### config.mk
export PLATFORM = sky130hd
export DESIGN_NAME = wakeup_xnet
export DESIGN_NICKNAME = d
export VERILOG_FILES = /design/src/rtl/wxn_pkg.sv /design/src/rtl/wxn_delay.sv /design/src/rtl/wxn_pair.sv /design/src/rtl/wakeup_xnet.sv
export SDC_FILE = /design/constraint.sdc
export NUM_CORES = 1
export LEC_CHECK = 0
export ABC_AREA = 1
export BUFFER_PORTS_ARGS = -buffer_cell sky130_fd_sc_hd__buf_2
export CAP_MARGIN = 20
export CELL_PAD_IN_SITES_DETAIL_PLACEMENT = 0
export CELL_PAD_IN_SITES_GLOBAL_PLACEMENT = 1
export CORE_MARGIN = 2
export CORE_UTILIZATION = 30
export CTS_BUF_LIST = sky130_fd_sc_hd__clkbuf_2
export DETAILED_ROUTE_END_ITERATION = 12
export GPL_ROUTABILITY_DRIVEN = 0
export GPL_TIMING_DRIVEN = 0
export PLACE_DENSITY = 0.56
export SYNTH_ARGS = -nofsm -noshare
export SYNTH_HDL_FRONTEND = slang
export SYNTH_SLANG_ARGS = --single-unit
### constraint.sdc
create_clock -name clk -period 6.05 [get_ports clk]
set_input_delay 1.815 -clock clk [delete_from_list [all_inputs] [get_ports clk]]
set_output_delay 1.815 -clock clk [all_outputs]
set_load 0.02 [all_outputs]
### src/rtl/wxn_pkg.sv
package wxn_pkg;

    typedef enum logic [1:0] {
        PS_IDLE    = 2'd0,
        PS_BACKLOG = 2'd1,
        PS_CHOKED  = 2'd2
    } path_state_t;

    // Matrices are passed zero-extended to 256 bits (up to 8x8 clusters).
    function automatic int map_nib(input logic [255:0] m, input int i);
        return int'(m[i*4 +: 4]);
    endfunction

    function automatic int map_max(input logic [255:0] m, input int n);
        int r;
        r = 1;
        for (int i = 0; i < n; i++) begin
            if (int'(m[i*4 +: 4]) > r) r = int'(m[i*4 +: 4]);
        end
        return r;
    endfunction

endpackage

### src/rtl/wxn_delay.sv
module wxn_delay #(
    parameter int W = 9,
    parameter int L = 1
) (
    input  logic         clk,
    input  logic         rst,
    input  logic [W-1:0] d,
    output logic [W-1:0] q
);
    generate
        if (L == 0) begin : g_bypass
            logic unused_ok;
            assign unused_ok = clk ^ rst;
            assign q = d;
        end else begin : g_line
            logic [L-1:0][W-1:0] stage;
            always_ff @(posedge clk) begin
                if (rst) begin
                    stage <= '0;
                end else begin
                    stage[0] <= d;
                    for (int i = 1; i < L; i++) stage[i] <= stage[i-1];
                end
            end
            assign q = stage[L-1];
        end
    endgenerate
endmodule

### src/rtl/wxn_pair.sv
module wxn_pair
    import wxn_pkg::*;
#(
    parameter int TAG_W = 8,
    parameter int CW    = 2,
    parameter int QD    = 4,
    parameter int BW    = 1
) (
    input  logic                       clk,
    input  logic                       rst,
    input  logic [CW-1:0]              in_v,
    input  logic [CW-1:0][TAG_W-1:0]   in_tag,
    output logic [BW-1:0]              out_v,
    output logic [BW-1:0][TAG_W-1:0]   out_tag,
    output logic                       choked
);
    localparam int PL    = QD + CW + BW;
    localparam int PIX_W = $clog2(PL);
    localparam int CNT_W = $clog2(QD + 1);

    path_state_t             state, nstate;
    logic [CNT_W-1:0]        q_cnt, ncnt;
    logic [TAG_W-1:0]        q_tag [QD];
    logic [TAG_W-1:0]        nq    [QD];
    logic [TAG_W-1:0]        pool  [PL];
    logic [PIX_W-1:0]        wp;
    logic [PIX_W-1:0]        keep;

    // Merge held tags (oldest first) with new lanes, send the head, keep the tail.
    always_comb begin
        for (int j = 0; j < PL; j++) pool[j] = '0;
        for (int j = 0; j < QD; j++) begin
            if (j < int'(q_cnt)) pool[j] = q_tag[j];
        end
        wp = PIX_W'(q_cnt);
        for (int k = 0; k < CW; k++) begin
            if (in_v[k]) begin
                pool[wp] = in_tag[k];
                wp = wp + PIX_W'(1);
            end
        end
        for (int b = 0; b < BW; b++) begin
            out_v[b]   = (PIX_W'(b) < wp);
            out_tag[b] = pool[b];
        end
        keep = (wp > PIX_W'(BW)) ? wp - PIX_W'(BW) : '0;
        for (int j = 0; j < QD; j++) nq[j] = pool[j+BW];
        ncnt = CNT_W'(keep);
    end

    always_comb begin
        if (ncnt == '0)                      nstate = PS_IDLE;
        else if (ncnt > CNT_W'(QD - CW))     nstate = PS_CHOKED;
        else                                 nstate = PS_BACKLOG;
    end

    always_ff @(posedge clk) begin
        if (rst) state <= PS_IDLE;
        else     state <= nstate;
    end

    always_ff @(posedge clk) begin
        if (rst) begin
            q_cnt <= '0;
            for (int j = 0; j < QD; j++) q_tag[j] <= '0;
        end else begin
            q_cnt <= ncnt;
            for (int j = 0; j < QD; j++) q_tag[j] <= nq[j];
        end
    end

    always_comb begin
        unique case (state)
            PS_IDLE:    choked = 1'b0;
            PS_BACKLOG: choked = 1'b0;
            PS_CHOKED:  choked = 1'b1;
            default:    choked = 1'b1;
        endcase
    end
endmodule

### src/rtl/wakeup_xnet.sv
module wakeup_xnet
    import wxn_pkg::*;
#(
    parameter int NCL   = 3,
    parameter int CW    = 2,
    parameter int TAG_W = 8,
    parameter int QD    = 4,
    parameter logic [NCL*NCL*4-1:0] LAT_MAP = 36'h032001210,
    parameter logic [NCL*NCL*4-1:0] BW_MAP  = 36'h221121212,
    localparam int BWM   = map_max(256'(BW_MAP), NCL*NCL),
    localparam int SLOTS = NCL * BWM
) (
    input  logic                                     clk,
    input  logic                                     rst,
    input  logic [NCL-1:0][CW-1:0]                   cmp_v,
    input  logic [NCL-1:0][CW-1:0][TAG_W-1:0]        cmp_tag,
    output logic [NCL-1:0][SLOTS-1:0]                bc_v,
    output logic [NCL-1:0][SLOTS-1:0][TAG_W-1:0]     bc_tag,
    output logic [NCL-1:0]                           stall
);
    logic [NCL-1:0][NCL-1:0]                   pst;
    logic [NCL-1:0][CW-1:0]                    acc_v;
    logic [NCL-1:0][NCL-1:0][BWM-1:0]          sv;
    logic [NCL-1:0][NCL-1:0][BWM-1:0][TAG_W-1:0] stg;

    genvar gs, gd, gk;
    generate
        for (gs = 0; gs < NCL; gs++) begin : g_src
            assign stall[gs] = |pst[gs];
            assign acc_v[gs] = cmp_v[gs] & ~{CW{stall[gs]}};
            for (gd = 0; gd < NCL; gd++) begin : g_dst
                localparam int P_IDX = gs * NCL + gd;
                localparam int P_LAT = (gs == gd) ? 0 : map_nib(256'(LAT_MAP), P_IDX);
                localparam int P_BW  = map_nib(256'(BW_MAP), P_IDX);
                logic [P_BW-1:0]            ev, dv;
                logic [P_BW-1:0][TAG_W-1:0] et, dt;

                wxn_pair #(.TAG_W(TAG_W), .CW(CW), .QD(QD), .BW(P_BW)) u_pair (
                    .clk     (clk),
                    .rst     (rst),
                    .in_v    (acc_v[gs]),
                    .in_tag  (cmp_tag[gs]),
                    .out_v   (ev),
                    .out_tag (et),
                    .choked  (pst[gs][gd])
                );

                wxn_delay #(.W(P_BW * (TAG_W + 1)), .L(P_LAT)) u_dly (
                    .clk (clk),
                    .rst (rst),
                    .d   ({ev, et}),
                    .q   ({dv, dt})
                );

                for (gk = 0; gk < BWM; gk++) begin : g_slot
                    if (gk < P_BW) begin : g_live
                        assign sv[gd][gs][gk]  = dv[gk];
                        assign stg[gd][gs][gk] = dt[gk];
                    end else begin : g_dead
                        assign sv[gd][gs][gk]  = 1'b0;
                        assign stg[gd][gs][gk] = '0;
                    end
                end
            end
        end
        for (gd = 0; gd < NCL; gd++) begin : g_out
            assign bc_v[gd]   = sv[gd];
            assign bc_tag[gd] = stg[gd];
        end
    endgenerate
endmodule

==> results.py <==
metrics = {
    "global_route": {
        "grt_max_degree": 17,
        "grt_pass1_wl_um": 128000,
        "antenna_found_initial": 4,
        "grt_pass1_vias": 19900,
        "globalRouteTotalUtil": 0.233,
        "grt-ovfl-total": 0,
    },
    "power_and_ir_drop": {
        "power.density_nw_per_um2": 368,
        "power_frac_seq": 0.372,
        "swShare": 0.414,
        "p_leak_nw": 10.8,
        "p_sw_mw": 3.82,
        "clkPwrFrac": 0.270,
        "ir_worst_vdd_mv": 0.193,
        "power.internal_mw": 5.40,
        "power_frac_comb": 0.358,
        "power.total_mw": 9.22,
    },
    "floorplanning": {
        "rows": 97,
        "die_y_um": 271,
        "ios": 221,
        "core_area_um2": 70300,
        "die-area_um2": 73400,
        "start_util": 0.304,
        "die_w_um": 271,
    },
    "detailed_routing": {
        "viasPerCell": 5.01,
        "via_count": 20900,
        "postRouteAntennaNets": 0,
        "routed_wl_um": 87200,
        "drc": 0,
        "drtPass1Iterations": 6,
        "drtIter0Drc": 1753,
        "avgRoutedWirePerCell_um": 20.9,
    },
    "worst_setup_path": {
        "path_max_fanout": 10,
        "critPathKind": "input pin to primary output",
        "r2r_cells": 8,
        "worstPathRequired_ns": 4.24,
        "startpoint_type": "input pin",
        "crit_arrival_ns": 4.15,
        "crit_path_end_kind": "primary output",
    },
    "yosys": {
        "synth_cell_types": 43,
        "ys_seq_area_frac": 0.422,
        "netlist_area_um2": 21400,
        "syn_inst": 2770,
        "yosysWarnings": 0,
        "synth-edff-count": 0,
        "synth_flop_cell": "dfxtp_1",
        "ys_ff_latch": 450,
        "postSynthAreaPerCell_um2": 7.71,
        "synthArstFlopShare": 0,
    },
    "timing": {
        "timing.final.crit_share": 0.985,
        "finalSetupViolations": 0,
        "finalClockSkew_ns": 0.110,
        "fin_crit_ns": 5.96,
        "relSlewSlack": 0.227,
        "drv_slew": 0,
        "fmax_ghz": 0.168,
        "tightest_slew_ns": 1.15,
        "finalHoldViolCount": 0,
        "setup_tns_ns": 0,
    },
    "finish": {
        "multi_input_area_um2": 9690,
        "syn_to_final_growth_pct": 17.4,
        "layout-drive-gt1-share": 0.217,
        "final-seq-area_um2": 9010,
        "layout_common_cells": "dfxtp_1, a21oi_1, o21ai_0",
        "final_common_cell": "dfxtp_1",
        "fillers": 7567,
        "fin_nets": 3207,
    },
    "status": {
        "outcome": "completed",
    },
    "clocking": {
        "clock-sinks": 450,
        "hold_buffers": 0,
        "post_cts_buffers": 0,
        "numCtsBuffers": 135,
        "clk_pin_slew_ns": 0.09,
        "cts_tree": "yes",
        "ctsLongestPathBuffers": 3,
        "htree_levels": 4,
        "clockRootBuffer": "clkbuf_2",
        "clk_latency_ns": 1.32,
    },
    "place": {
        "io_buffers": 174,
        "dp_hpwl_um": 63400,
    },
    "min_path": {
        "min_path_cells": 2,
        "worstHoldPathType": "flip-flop to flip-flop",
    },
    "job": {
        "drv_cap": 0,
    },
}
[registers in the layout (all words and copies together) (netlist names)]
register,cells
g_src.g_dst.u_dly.g_line.stage,63
g_src.g_dst.u_dly.q,63
g_src.g_dst.u_pair.q_cnt,27
g_src.g_dst.u_pair.q_tag,288
g_src.g_dst.u_pair.state,9
[kinds of logic (layout without fill, tap and decap cells)]
group | after synthesis | after routing | share of synthesized area
buf+inv | 579 | 1002 | 0.133
other cells | 1 | 44 | 0.000175
mux | 22 | 22 | 0.0103
fa+ha+maj | 22 | 22 | 0.0129
simple gates | 672 | 672 | 0.142
flops | 450 | 450 | 0.422
compound gates | 1005 | 1005 | 0.269
xor+xnor | 19 | 19 | 0.0108
[worst max-delay path, cell delays in order]
cell and delay (ns):
buf_2 0.14, nand3_4 0.18, buf_6 0.22, nor2_2 0.62
inv_1 0.47, nor2_1 0.20, a211oi_1 0.08, nor2_1 0.13
buf_4 0.12, buf_2 0.15
[layout make-up]
cell class / instances / area share
multi-input combinational: 1776 / 0.386
tap: 940 / 0.0469
sequential: 450 / 0.359
inverter: 294 / 0.0441
clock buffer: 197 / 0.0393
buffer: 285 / 0.0694
clock inverter: 39 / 0.0119
timing repair buffer: 187 / 0.0422
antenna: 8 / 0.000798
[synth_stat cells, types with 3 or more instances]
master,n,share of area
dfxtp_1,450,0.42
a21oi_1,387,0.091
o21ai_0,327,0.077
inv_1,272,0.048
nor2_1,272,0.048
nand2_1,255,0.045
buf_4,147,0.052
a22oi_1,134,0.047
a211oi_1,98,0.034
clkbuf_1,85,0.015
buf_2,35,0.0082
nor3_1,30,0.0070
a31oi_1,27,0.0079
nand3_1,27,0.0063
ha_1,22,0.013
mux2i_1,22,0.010
nand4_1,21,0.0061
nand2_2,19,0.0056
nor2_2,16,0.0047
clkinv_1,13,0.0023
buf_6,10,0.0053
nor2_4,10,0.0053
o211ai_1,9,0.0032
xor2_1,9,0.0037
buf_1,8,0.0014
inv_2,8,0.0014
o21ai_1,8,0.0019
o21ai_2,7,0.0029
a211oi_2,6,0.0035
xnor2_1,6,0.0025
nor2_8,5,0.0047
nand3_2,4,0.0019
nand3_4,4,0.0033
nor3_2,3,0.0014
xor2_4,3,0.0039
[power by group through the flow]
| stage | registers (mW) | logic, mW | clock network, mW |
|---|---|---|---|
| 6_report | 3.43 | 3.30 | 2.49 |
| 5_1_grt | 3.46 | 3.63 | 2.73 |
| 4_1_cts | 3.43 | 3.29 | 2.56 |
| 3_5_place_dp | 3.50 | 3.28 | 0 |
| 3_3_place_gp | 3.50 | 3.25 | 0 |
| 2_1_floorplan | 3.50 | 2.24 | 0 |
[routing by layer]
metal / up-vias / part of all wire / track usage
met3: 167 / 0.067 / 0.0438
met5: - / 0 / 0
met2: 882 / 0.45 / 0.367
li1: 10000 / - / -
met4: 0 / 0.027 / 0.0852
met1: 9814 / 0.45 / 0.316
[path summary, 6_finish.rpt]
path	from	end	slack (ns)
hold / removal	g_src[0].g_dst[2].u_dly.g_line.stage[15]	g_src[0].g_dst[2].u_dly.q[15]	0.39
hold reg to reg	g_src[0].g_dst[2].u_dly.g_line.stage[15]	g_src[0].g_dst[2].u_dly.q[15]	0.39
setup / recovery	cmp_v[4]	bc_tag[139]	0.09
setup reg to reg	g_src[0].g_dst[1].u_pair.state[1]	g_src[0].g_dst[2].u_pair.q_tag[1][6]	3.26
[per-stage QoR]
| step | instances | hold slack, ns | area (µm²) | util | setup WS [ns] |
|---|---|---|---|---|---|
| finish | 4176 | 0.390 | 25100 | 0.357 | 0.0880 |
| global route | 4175 | 0.390 | 25100 | 0.357 | -0.0356 |
| CTS | 4165 | 0.371 | 25000 | 0.356 | 0.0282 |
| detailed placement | 3929 | 0.395 | 23700 | 0.337 | -0.273 |
| global placement | 3919 | 0.395 | 23500 | 0.335 | -0.262 |
| floorplan | 2805 | 0.388 | 21500 | - | 1.06 |
[timing repair]
item	in CTS	in global routing
endpoints found under the hold margin	0	0
setup endpoints to repair	26	2
gates resized for setup	13	2
cloned	0	0
pin swaps	0	0
No activity file was read; power rests on OpenSTA's default activity.
